`src/rtl/hb_dt_pkg.sv`:
```
package hb_dt_pkg;

   typedef enum logic [2:0] {
      ST_OFF     = 3'd0,
      ST_WAIT_LS = 3'd1,
      ST_LS_ON   = 3'd2,
      ST_LS_PROP = 3'd3,
      ST_WAIT_HS = 3'd4,
      ST_HS_ON   = 3'd5
   } hb_state_e;

   function automatic int hb_max(input int a, input int b);
      return (a > b) ? a : b;
   endfunction

endpackage

```
`src/rtl/hb_sync.sv`:
```
module hb_sync #(
   parameter int WIDTH  = 4,
   parameter int STAGES = 2
) (
   input  logic             clk,
   input  logic             rst_n,
   input  logic [WIDTH-1:0] d_i,
   output logic [WIDTH-1:0] q_o
);

   logic [WIDTH-1:0] pipe [STAGES];

   always_ff @(posedge clk or negedge rst_n) begin
      if (!rst_n) pipe[0] <= '0;
      else        pipe[0] <= d_i;
   end

   for (genvar s = 1; s < STAGES; s++) begin : g_stage
      always_ff @(posedge clk or negedge rst_n) begin
         if (!rst_n) pipe[s] <= '0;
         else        pipe[s] <= pipe[s-1];
      end
   end

   assign q_o = pipe[STAGES-1];

endmodule

```
`src/rtl/hb_dwell_timer.sv`:
```
module hb_dwell_timer #(
   parameter int CNT_W = 4
) (
   input  logic             clk,
   input  logic             rst_n,
   input  logic             clear_i,
   output logic [CNT_W-1:0] cnt_o
);

   localparam logic [CNT_W-1:0] CNT_TOP = '1;

   always_ff @(posedge clk or negedge rst_n) begin
      if (!rst_n)                 cnt_o <= '0;
      else if (clear_i)           cnt_o <= '0;
      else if (cnt_o != CNT_TOP)  cnt_o <= cnt_o + 1'b1;
   end

endmodule

```
`src/rtl/hb_handoff_fsm.sv`:
```
module hb_handoff_fsm
   import hb_dt_pkg::*;
#(
   parameter int TMO_CYC  = 8,
   parameter int PROP_CYC = 1,
   parameter int CNT_W    = 4
) (
   input  logic             clk,
   input  logic             rst_n,
   input  logic             supply_ok_i,
   input  logic             pwm_s_i,
   input  logic             sw_low_s_i,
   input  logic             hsg_low_s_i,
   input  logic             lsg_low_s_i,
   input  logic [CNT_W-1:0] cnt_i,
   output logic             cnt_clear_o,
   output logic             hs_on_o,
   output logic             ls_on_o,
   output logic             forced_o
);

   localparam logic [CNT_W-1:0] TMO_LAST  = CNT_W'(TMO_CYC - 1);
   localparam logic [CNT_W-1:0] PROP_LAST = CNT_W'(PROP_CYC - 1);

   hb_state_e state_q, state_d;
   logic      forced_d;
   logic      both_low;
   logic      tmo_hit;

   assign both_low = sw_low_s_i & hsg_low_s_i;
   assign tmo_hit  = (cnt_i == TMO_LAST);

   always_comb begin
      state_d  = state_q;
      forced_d = forced_o;
      if (!supply_ok_i) begin
         state_d  = ST_OFF;
         forced_d = 1'b0;
      end else begin
         unique case (state_q)
            ST_OFF:     state_d = pwm_s_i ? ST_WAIT_HS : ST_WAIT_LS;
            ST_HS_ON:   if (!pwm_s_i) state_d = ST_WAIT_LS;
            ST_WAIT_LS: begin
               if (pwm_s_i) begin
                  state_d = ST_WAIT_HS;
               end else if (both_low) begin
                  state_d  = ST_LS_ON;
                  forced_d = 1'b0;
               end else if (tmo_hit) begin
                  state_d  = ST_LS_ON;
                  forced_d = 1'b1;
               end
            end
            ST_LS_ON:   if (pwm_s_i) state_d = ST_LS_PROP;
            ST_LS_PROP: begin
               if (!pwm_s_i)                state_d = ST_LS_ON;
               else if (cnt_i == PROP_LAST) state_d = ST_WAIT_HS;
            end
            ST_WAIT_HS: begin
               if (!pwm_s_i)        state_d = ST_WAIT_LS;
               else if (lsg_low_s_i) state_d = ST_HS_ON;
            end
            default:    state_d = ST_OFF;
         endcase
      end
   end

   assign cnt_clear_o = (state_d != state_q);

   always_ff @(posedge clk or negedge rst_n) begin
      if (!rst_n) begin
         state_q  <= ST_OFF;
         forced_o <= 1'b0;
      end else begin
         state_q  <= state_d;
         forced_o <= forced_d;
      end
   end

   assign hs_on_o = (state_q == ST_HS_ON);
   assign ls_on_o = (state_q == ST_LS_ON) || (state_q == ST_LS_PROP);

   p_lockout_off_r1: assert property (@(posedge clk) disable iff (!rst_n)
      !supply_ok_i |=> (!hs_on_o && !ls_on_o && !forced_o))
      else $error("lockout did not clear the gates");

   p_no_overlap_r2: assert property (@(posedge clk) disable iff (!rst_n)
      !(hs_on_o && ls_on_o))
      else $error("both gates on");

   p_start_off_r3: assert property (@(posedge clk) disable iff (!rst_n)
      $rose(supply_ok_i) |=> (!hs_on_o && !ls_on_o))
      else $error("supply release did not start all-off");

   p_fall_gap_r4: assert property (@(posedge clk) disable iff (!rst_n)
      $fell(hs_on_o) |-> !ls_on_o)
      else $error("low side followed high side with no gap");

   p_ls_grant_r5: assert property (@(posedge clk) disable iff (!rst_n)
      $rose(ls_on_o) |-> (forced_o || $past(both_low)))
      else $error("low side granted without feedback or timeout");

   p_hs_grant_r6: assert property (@(posedge clk) disable iff (!rst_n)
      $rose(hs_on_o) |-> $past(lsg_low_s_i))
      else $error("high side granted before low gate seen low");

   p_flag_set_r7: assert property (@(posedge clk) disable iff (!rst_n)
      $rose(forced_o) |-> $rose(ls_on_o))
      else $error("timeout flag set without a low-side turn-on");

endmodule

```
`src/rtl/hb_deadtime_ctrl.sv`:
```
module hb_deadtime_ctrl
   import hb_dt_pkg::*;
#(
   parameter int TMO_CYC     = 8,
   parameter int PROP_CYC    = 1,
   parameter int SYNC_STAGES = 2
) (
   input  logic clk,
   input  logic rst_n,
   input  logic supply_ok_i,
   input  logic pwm_i,
   input  logic sw_low_i,
   input  logic hs_gate_low_i,
   input  logic ls_gate_low_i,
   output logic hs_gate_o,
   output logic ls_gate_o,
   output logic forced_o
);

   localparam int CNT_MAX = hb_max(TMO_CYC, PROP_CYC);
   localparam int CNT_W   = $clog2(CNT_MAX + 1);
   localparam int N_SYNC  = 4;

   if (TMO_CYC < 1) begin : g_bad_tmo
      $error("TMO_CYC must be at least 1");
   end
   if (PROP_CYC < 1) begin : g_bad_prop
      $error("PROP_CYC must be at least 1");
   end
   if (SYNC_STAGES < 2) begin : g_bad_sync
      $error("SYNC_STAGES must be at least 2");
   end

   logic [N_SYNC-1:0] raw_in, syn_in;
   logic [CNT_W-1:0]  cnt;
   logic              cnt_clear;

   assign raw_in = {ls_gate_low_i, hs_gate_low_i, sw_low_i, pwm_i};

   hb_sync #(
      .WIDTH  (N_SYNC),
      .STAGES (SYNC_STAGES)
   ) i_sync (
      .clk   (clk),
      .rst_n (rst_n),
      .d_i   (raw_in),
      .q_o   (syn_in)
   );

   hb_dwell_timer #(
      .CNT_W (CNT_W)
   ) i_timer (
      .clk     (clk),
      .rst_n   (rst_n),
      .clear_i (cnt_clear),
      .cnt_o   (cnt)
   );

   hb_handoff_fsm #(
      .TMO_CYC  (TMO_CYC),
      .PROP_CYC (PROP_CYC),
      .CNT_W    (CNT_W)
   ) i_fsm (
      .clk         (clk),
      .rst_n       (rst_n),
      .supply_ok_i (supply_ok_i),
      .pwm_s_i     (syn_in[0]),
      .sw_low_s_i  (syn_in[1]),
      .hsg_low_s_i (syn_in[2]),
      .lsg_low_s_i (syn_in[3]),
      .cnt_i       (cnt),
      .cnt_clear_o (cnt_clear),
      .hs_on_o     (hs_gate_o),
      .ls_on_o     (ls_gate_o),
      .forced_o    (forced_o)
   );

endmodule

```
`config.mk`:
```
export PLATFORM = sky130hd
export DESIGN_NAME = hb_deadtime_ctrl
export DESIGN_NICKNAME = d
export VERILOG_FILES = /design/src/rtl/hb_dt_pkg.sv /design/src/rtl/hb_sync.sv /design/src/rtl/hb_dwell_timer.sv /design/src/rtl/hb_handoff_fsm.sv /design/src/rtl/hb_deadtime_ctrl.sv
export SDC_FILE = /design/constraint.sdc
export NUM_CORES = 1
export LEC_CHECK = 0
export BUFFER_PORTS_ARGS = -buffer_cell sky130_fd_sc_hd__buf_2
export CORE_UTILIZATION = 50
export CTS_CLUSTER_DIAMETER = 60
export CTS_CLUSTER_SIZE = 8
export DETAILED_ROUTE_END_ITERATION = 12
export PLACE_DENSITY = 0.75
export SLEW_MARGIN = 20
export SYNTH_ARGS = -nofsm -noshare
export SYNTH_HDL_FRONTEND = slang
export SYNTH_SLANG_ARGS = --single-unit
export TNS_END_PERCENT = 50
```
`constraint.sdc`:
```
create_clock -name clk -period 1.9 [get_ports clk]
set_clock_uncertainty 0.1 [all_clocks]
set_input_delay 0.19 -clock clk [delete_from_list [all_inputs] [get_ports clk]]
set_output_delay 0.19 -clock clk [all_outputs]
set_load 0.05 [all_outputs]
```
### Word level (Yosys, flattened, before mapping)

Index checks and enable logic that the tools add are counted.

| word-level totals | value |
|---|---|
| output and inout port bits | 3 |
| bits of input ports | 7 |
| register bits after elaboration | 16 |
| word-level logic and storage cells | 42 |

| operators by class | value |
|---|---|
| mux-type cells | 19 |
| reductions and logical operators | 5 |
| add/subtract/negate cells | 1 |
| bitwise operators | 1 |
| eq/ne operators | 11 |

Operators with widths:

| operator | number |
|---|---|
| 3-bit 2-to-1 mux | 11 |
| 3-bit one-hot mux with 6 select lines | 1 |
| 4-bit 2-to-1 mux | 2 |
| 3-bit by 2-bit equality test with 1-bit output, second input constant | 2 |
| 3-bit equality test, second input constant | 2 |
| 1-bit 2-to-1 mux | 5 |
| 4-bit by 1-bit adder with 4-bit output, second input constant | 1 |
| 4-bit by 3-bit equality test with 1-bit output, second input constant | 1 |
| 4-bit zero test | 1 |
| 4-bit != test, second input constant | 1 |
| 3-bit by 1-bit equality test with 1-bit output, second input constant | 1 |
| 3-bit zero test | 1 |
| 3-bit by 1-bit != test with 1-bit output, second input constant | 1 |
| 3-bit != test | 1 |
| 3-bit AND reduction | 1 |
| 2-bit by 1-bit != test with 1-bit output, second input constant | 1 |
| 2-bit != test, second input constant | 1 |
| 2-bit nonzero test | 1 |
| 1-bit AND | 1 |
| 1-bit logical OR | 1 |

### Depth between registers and ports, before layout

| depth | value |
|---|---|
| word-level depth | 8 |
| gate-level depth with buffers | 6 |
| mapped depth without buffers | 6 |

### Cells and area by module

Synthesis repeated with hierarchy kept, for this count alone.

| unflattened totals | value |
|---|---|
| cells, all modules | 73 |
| area, all modules | 798.3 um^2 |

By module, submodules not included:

| module | area an instance (um^2) | times used | cells each | sequential area each (um^2) |
|---|---|---|---|---|
| hb_handoff_fsm | 354.1 | 1 | 42 | 100.1 |
| hb_sync | 230.2 | 1 | 12 | 200.2 |
| hb_dwell_timer | 214.0 | 1 | 19 | 100.1 |

### Least setup slack after synthesis

No wires, ideal clock.

| timing | value |
|---|---|
| kind | reg-to-output |
| from | register i_fsm.state_q[1] |
| to | output port hs_gate_o |
| path buffers | 1 |
| cell stages (with the launch flop) | 3 |
| data arrival time | 1.693 ns |
| path slack | -0.083 ns |
| required time | 1.610 ns |
| path through | dfrtp_1 > clkbuf_1 > nor3b_1 |

| between the ends | value |
|---|---|
| longest elaborated chain between the ends | 1 |

RTL lines:

| element | line | source |
|---|---|---|
| start, declared | hb_handoff_fsm.sv:25 | `hb_state_e state_q, state_d;` |
| start signal, assigned | hb_handoff_fsm.sv:75 | `state_q <= state_d;` |
| 3-bit equality test | hb_handoff_fsm.sv:80 | `assign hs_on_o = (state_q == ST_HS_ON);` |
| end, declared | hb_deadtime_ctrl.sv:15 | `output logic hs_gate_o,` |

Every way passes these cells.

### Final worst setup path

| timing | value |
|---|---|
| from | register i_fsm.state_q[0] |
| to | register i_timer.cnt_o[2] |

| between the ends | value |
|---|---|
| longest elaborated chain between the ends | 7 |
| elaborated cells on any way between the ends | 20 |
| those cells by class | eq/ne (6); mux (12); reduce/logical (2) |

RTL lines:

| element | line | source |
|---|---|---|
| 3-bit 2-to-1 mux | hb_handoff_fsm.sv:49 | `end else if (tmo_hit) begin` |
| 3-bit 2-to-1 mux | hb_handoff_fsm.sv:46 | `end else if (both_low) begin` |
| 3-bit 2-to-1 mux | hb_handoff_fsm.sv:44 | `if (pwm_s_i) begin` |
| 3-bit one-hot mux with 6 select lines | hb_handoff_fsm.sv:40 | `unique case (state_q)` |
| 3-bit 2-to-1 mux | hb_handoff_fsm.sv:36 | `if (!supply_ok_i) begin` |
| 3-bit != test (*) | hb_handoff_fsm.sv:68 | `assign cnt_clear_o = (state_d != state_q);` |
| 4-bit 2-to-1 mux or 2-bit nonzero test (tied branches) | - |  |
| end signal, assigned | hb_dwell_timer.sv:15 | `else if (cnt_o != CNT_TOP) cnt_o <= cnt_o + 1'b1;` |
| end, declared | hb_dwell_timer.sv:7 | `output logic [CNT_W-1:0] cnt_o` |

Mark *: on every way between the ends. The rest lies on a longest branch, timed or not.
A chain may end at the register's enable or synchronous reset.

==> results.md <==
- Setup repair bufs after CTS: 0
- Worst Hold Class: in2reg
- Hold_ws: 0.108 ns
- Clock transition at path regs: 0.09 ns
- Synth Instances: 66
- Core area: 0.00138 sq mm
- Critical Path Max Stage Delay: 0.51 ns
- Avg Cell Area, Syn: 11.9 sq um
- First-pass DRT Iterations: 4
- Initial antenna violation count: 0
- Total CTS buffers: 3
- Ports: 10
- Synth-to-Final Area Change: 17.8%
- Routed wire length: 1420 microns
- Final setup margin: 0.136 ns
- Slew margin rel.: 75.9%
- Clk sinks: 16
- Antenna Cells: 0
- Worst-path fanout max: 11
- DRC: 0
- Grt ovf: 0
- Commonest non-fill, non-tap cell in the layout: dfrtp_1
- Max Buffers Root-to-Sink: 2
- First-pass GRT wire length: 2530 microns
- Port Buffer Count: 9
- Critical Setup Path Class: reg2reg
- Syn_nets: 75
- CP most frequent cell: a211oi_2
- RSZ-0062 raised after global routing: false
- Layout fillers: 103
- Most frequent cells in the layout: 16 x dfrtp_1, 9 x buf_2, 5 x inv_1, 5 x a211oi_1, 5 x dlygate4sd3_1
- Slowest cell on the critical path: dfrtp_1
- Cell Count, Final, Fillers Out: 97
- Netlist cell types: 32
- Crit path time final: 1.76 ns
- CP top delay family: compound AO/OA/AOI/OAI gates
- Critical path endpoint category: register
- Seq/Total Area, Yosys: 50.9%
- Peak supply drop: 0.591 mV
- Status: complete, no violations
- H-tree Lvls: 1
- Antenna viol nets, final: 0
- Post-CTS Resized: 0
- Initial Util: 56.9%
- GPL Wtd Cong: 0.804
- Max Clock Freq: 567 MHz
- Max-Cap Viols: 0
- DP Cell Count: 88
- Post-Place Worst Slack: 0.176 ns
- Vias per Instance: 6.16
- Total GRT Usage: 19.7%
- Die area: 0.00174 sq mm
- Max Slew Vio Count: 0
- DIE HEIGHT: 41.7 microns
- Layout cells sized above 1: 26.8%
- Avg WL per Cell: 14.6 microns
- CP arrival: 1.86 ns
- Via count: 598
- Final Setup Violations: 0
- Vias in the first global route: 577
- #FFs+latches synth: 16
- Final worst path period share: 92.8%
- CTS tree: built
- Leakage: 0.425 nW
- Fin Setup TNS: 0 ns
- Final-stage net count: 92
- Iter 0 DRT Violations: 16
- Crit-path cells: or3b_4 > a311oi_2 > a211oi_2 > a211oi_2
- Detailed Place HPWL: 988 microns
- Die X: 41.7 microns
- Mapped cell area: 787 sq um
- Yosys warning count: 0
- Clock root cell: clkbuf_4
- Worst-Margin Slew: 0.357 ns
- Largest net degree at the start of global routing: 17
- Pwr Density: 748 mW/mm^2
- Setup crit start kind: register
- Fin. Hold Viols: 0
- Row cnt: 13
- Critical path data required time: 2.00 ns
- Cts hold-fix bufs: 5
- CP Buf/Inv Count: 0
- Clk_lat worst skew: 0.28 ns
[synth_stat cells (all sizes together)]
library cell | instances | area (sq um)
inv | 5 | 18.8
a21oi | 1 | 5.00
or4 | 1 | 7.51
nand3 | 3 | 15.0
a211oi | 7 | 62.6
nand4bb | 1 | 11.3
buf | 1 | 11.3
nand4b | 1 | 8.76
or3b | 1 | 11.3
xnor2 | 1 | 8.76
a41o | 1 | 11.3
o21ai | 3 | 15.0
or2b | 1 | 8.76
nand2b | 1 | 6.26
nor2b | 2 | 12.5
a311oi | 2 | 23.8
nor3b | 1 | 7.51
and2 | 2 | 12.5
clkbuf | 1 | 3.75
o211ai | 2 | 15.0
and3b | 1 | 8.76
a211o | 1 | 8.76
mux2i | 2 | 20.0
and3 | 3 | 21.3
nor4b | 1 | 8.76
o21bai | 1 | 7.51
and4b | 1 | 10.0
dfrtp | 16 | 400
ha | 2 | 25.0
[final timing paths]
kind	from	depth (start not counted)	endpoint	slack, ns
max	i_fsm.state_q[0]	4	i_timer.cnt_o[2]	0.14
min	supply_ok_i	2	i_fsm.state_q[2]	0.11
max reg2reg	i_fsm.state_q[0]	4	i_timer.cnt_o[2]	0.14
min reg2reg	i_sync.pipe[4]	0	i_sync.q_o[0]	0.25
max in group asynchronous	rst_n	2	i_fsm.state_q[1]	1.21
min in group asynchronous	rst_n	2	i_sync.pipe[7]	0.24
[metal layers]
layer,track usage (%),up-vias,routed length [microns]
met3,4.35,2,63
met1,28.7,293,709
met4,11.6,0,21
li1,-,283,-
met5,0,-,0
met2,26.9,20,622
[metrics by stage]
stage / utilization (%) / total power, mW / instance area [sq um]
final: 67.1 / 0.693 / 927
after global routing: 67.1 / 0.731 / 927
after CTS: 67.1 / 0.701 / 927
after detailed placement: 60.8 / 0.471 / 841
after global placement: 60.8 / 0.469 / 841
after floorplan: - / 0.445 / 792
[registers in the layout, summed over array words and instances, names as in the netlist]
name and cells:
i_sync.pipe 4, i_timer.cnt_o 4, i_fsm.forced_o 1, i_sync.q_o 4
i_fsm.state_q 3
[power breakdown]
part,switching [mW],internal (mW)
Clock,0.105,0.117
Sequential,0.0202,0.359
Combinational,0.0479,0.0441
Total,0.173,0.520
[layout make-up]
cell class	instances	area (sq um)	area share, %
Inverter	5	18.8	2.02
Tap cell	15	18.8	2.02
Sequential cell	16	400	43.2
Timing Repair Buffer	14	95.1	10.3
Clock buffer	4	36.3	3.91
Multi-Input combinational cell	43	358	38.6
[logic make-up after synthesis]
kind of cell | count (synthesis) | synth area share (%)
xor gates and xnor gates | 1 | 1.11
AOI/OAI and AO/OA | 18 | 18.9
DFF | 16 | 50.9
and+or+nand+nor | 20 | 19.1
adders and majority gates | 2 | 3.18
muxes | 2 | 2.54
buffers and inverters | 7 | 4.29
Power figures use the tool's default switching activity.
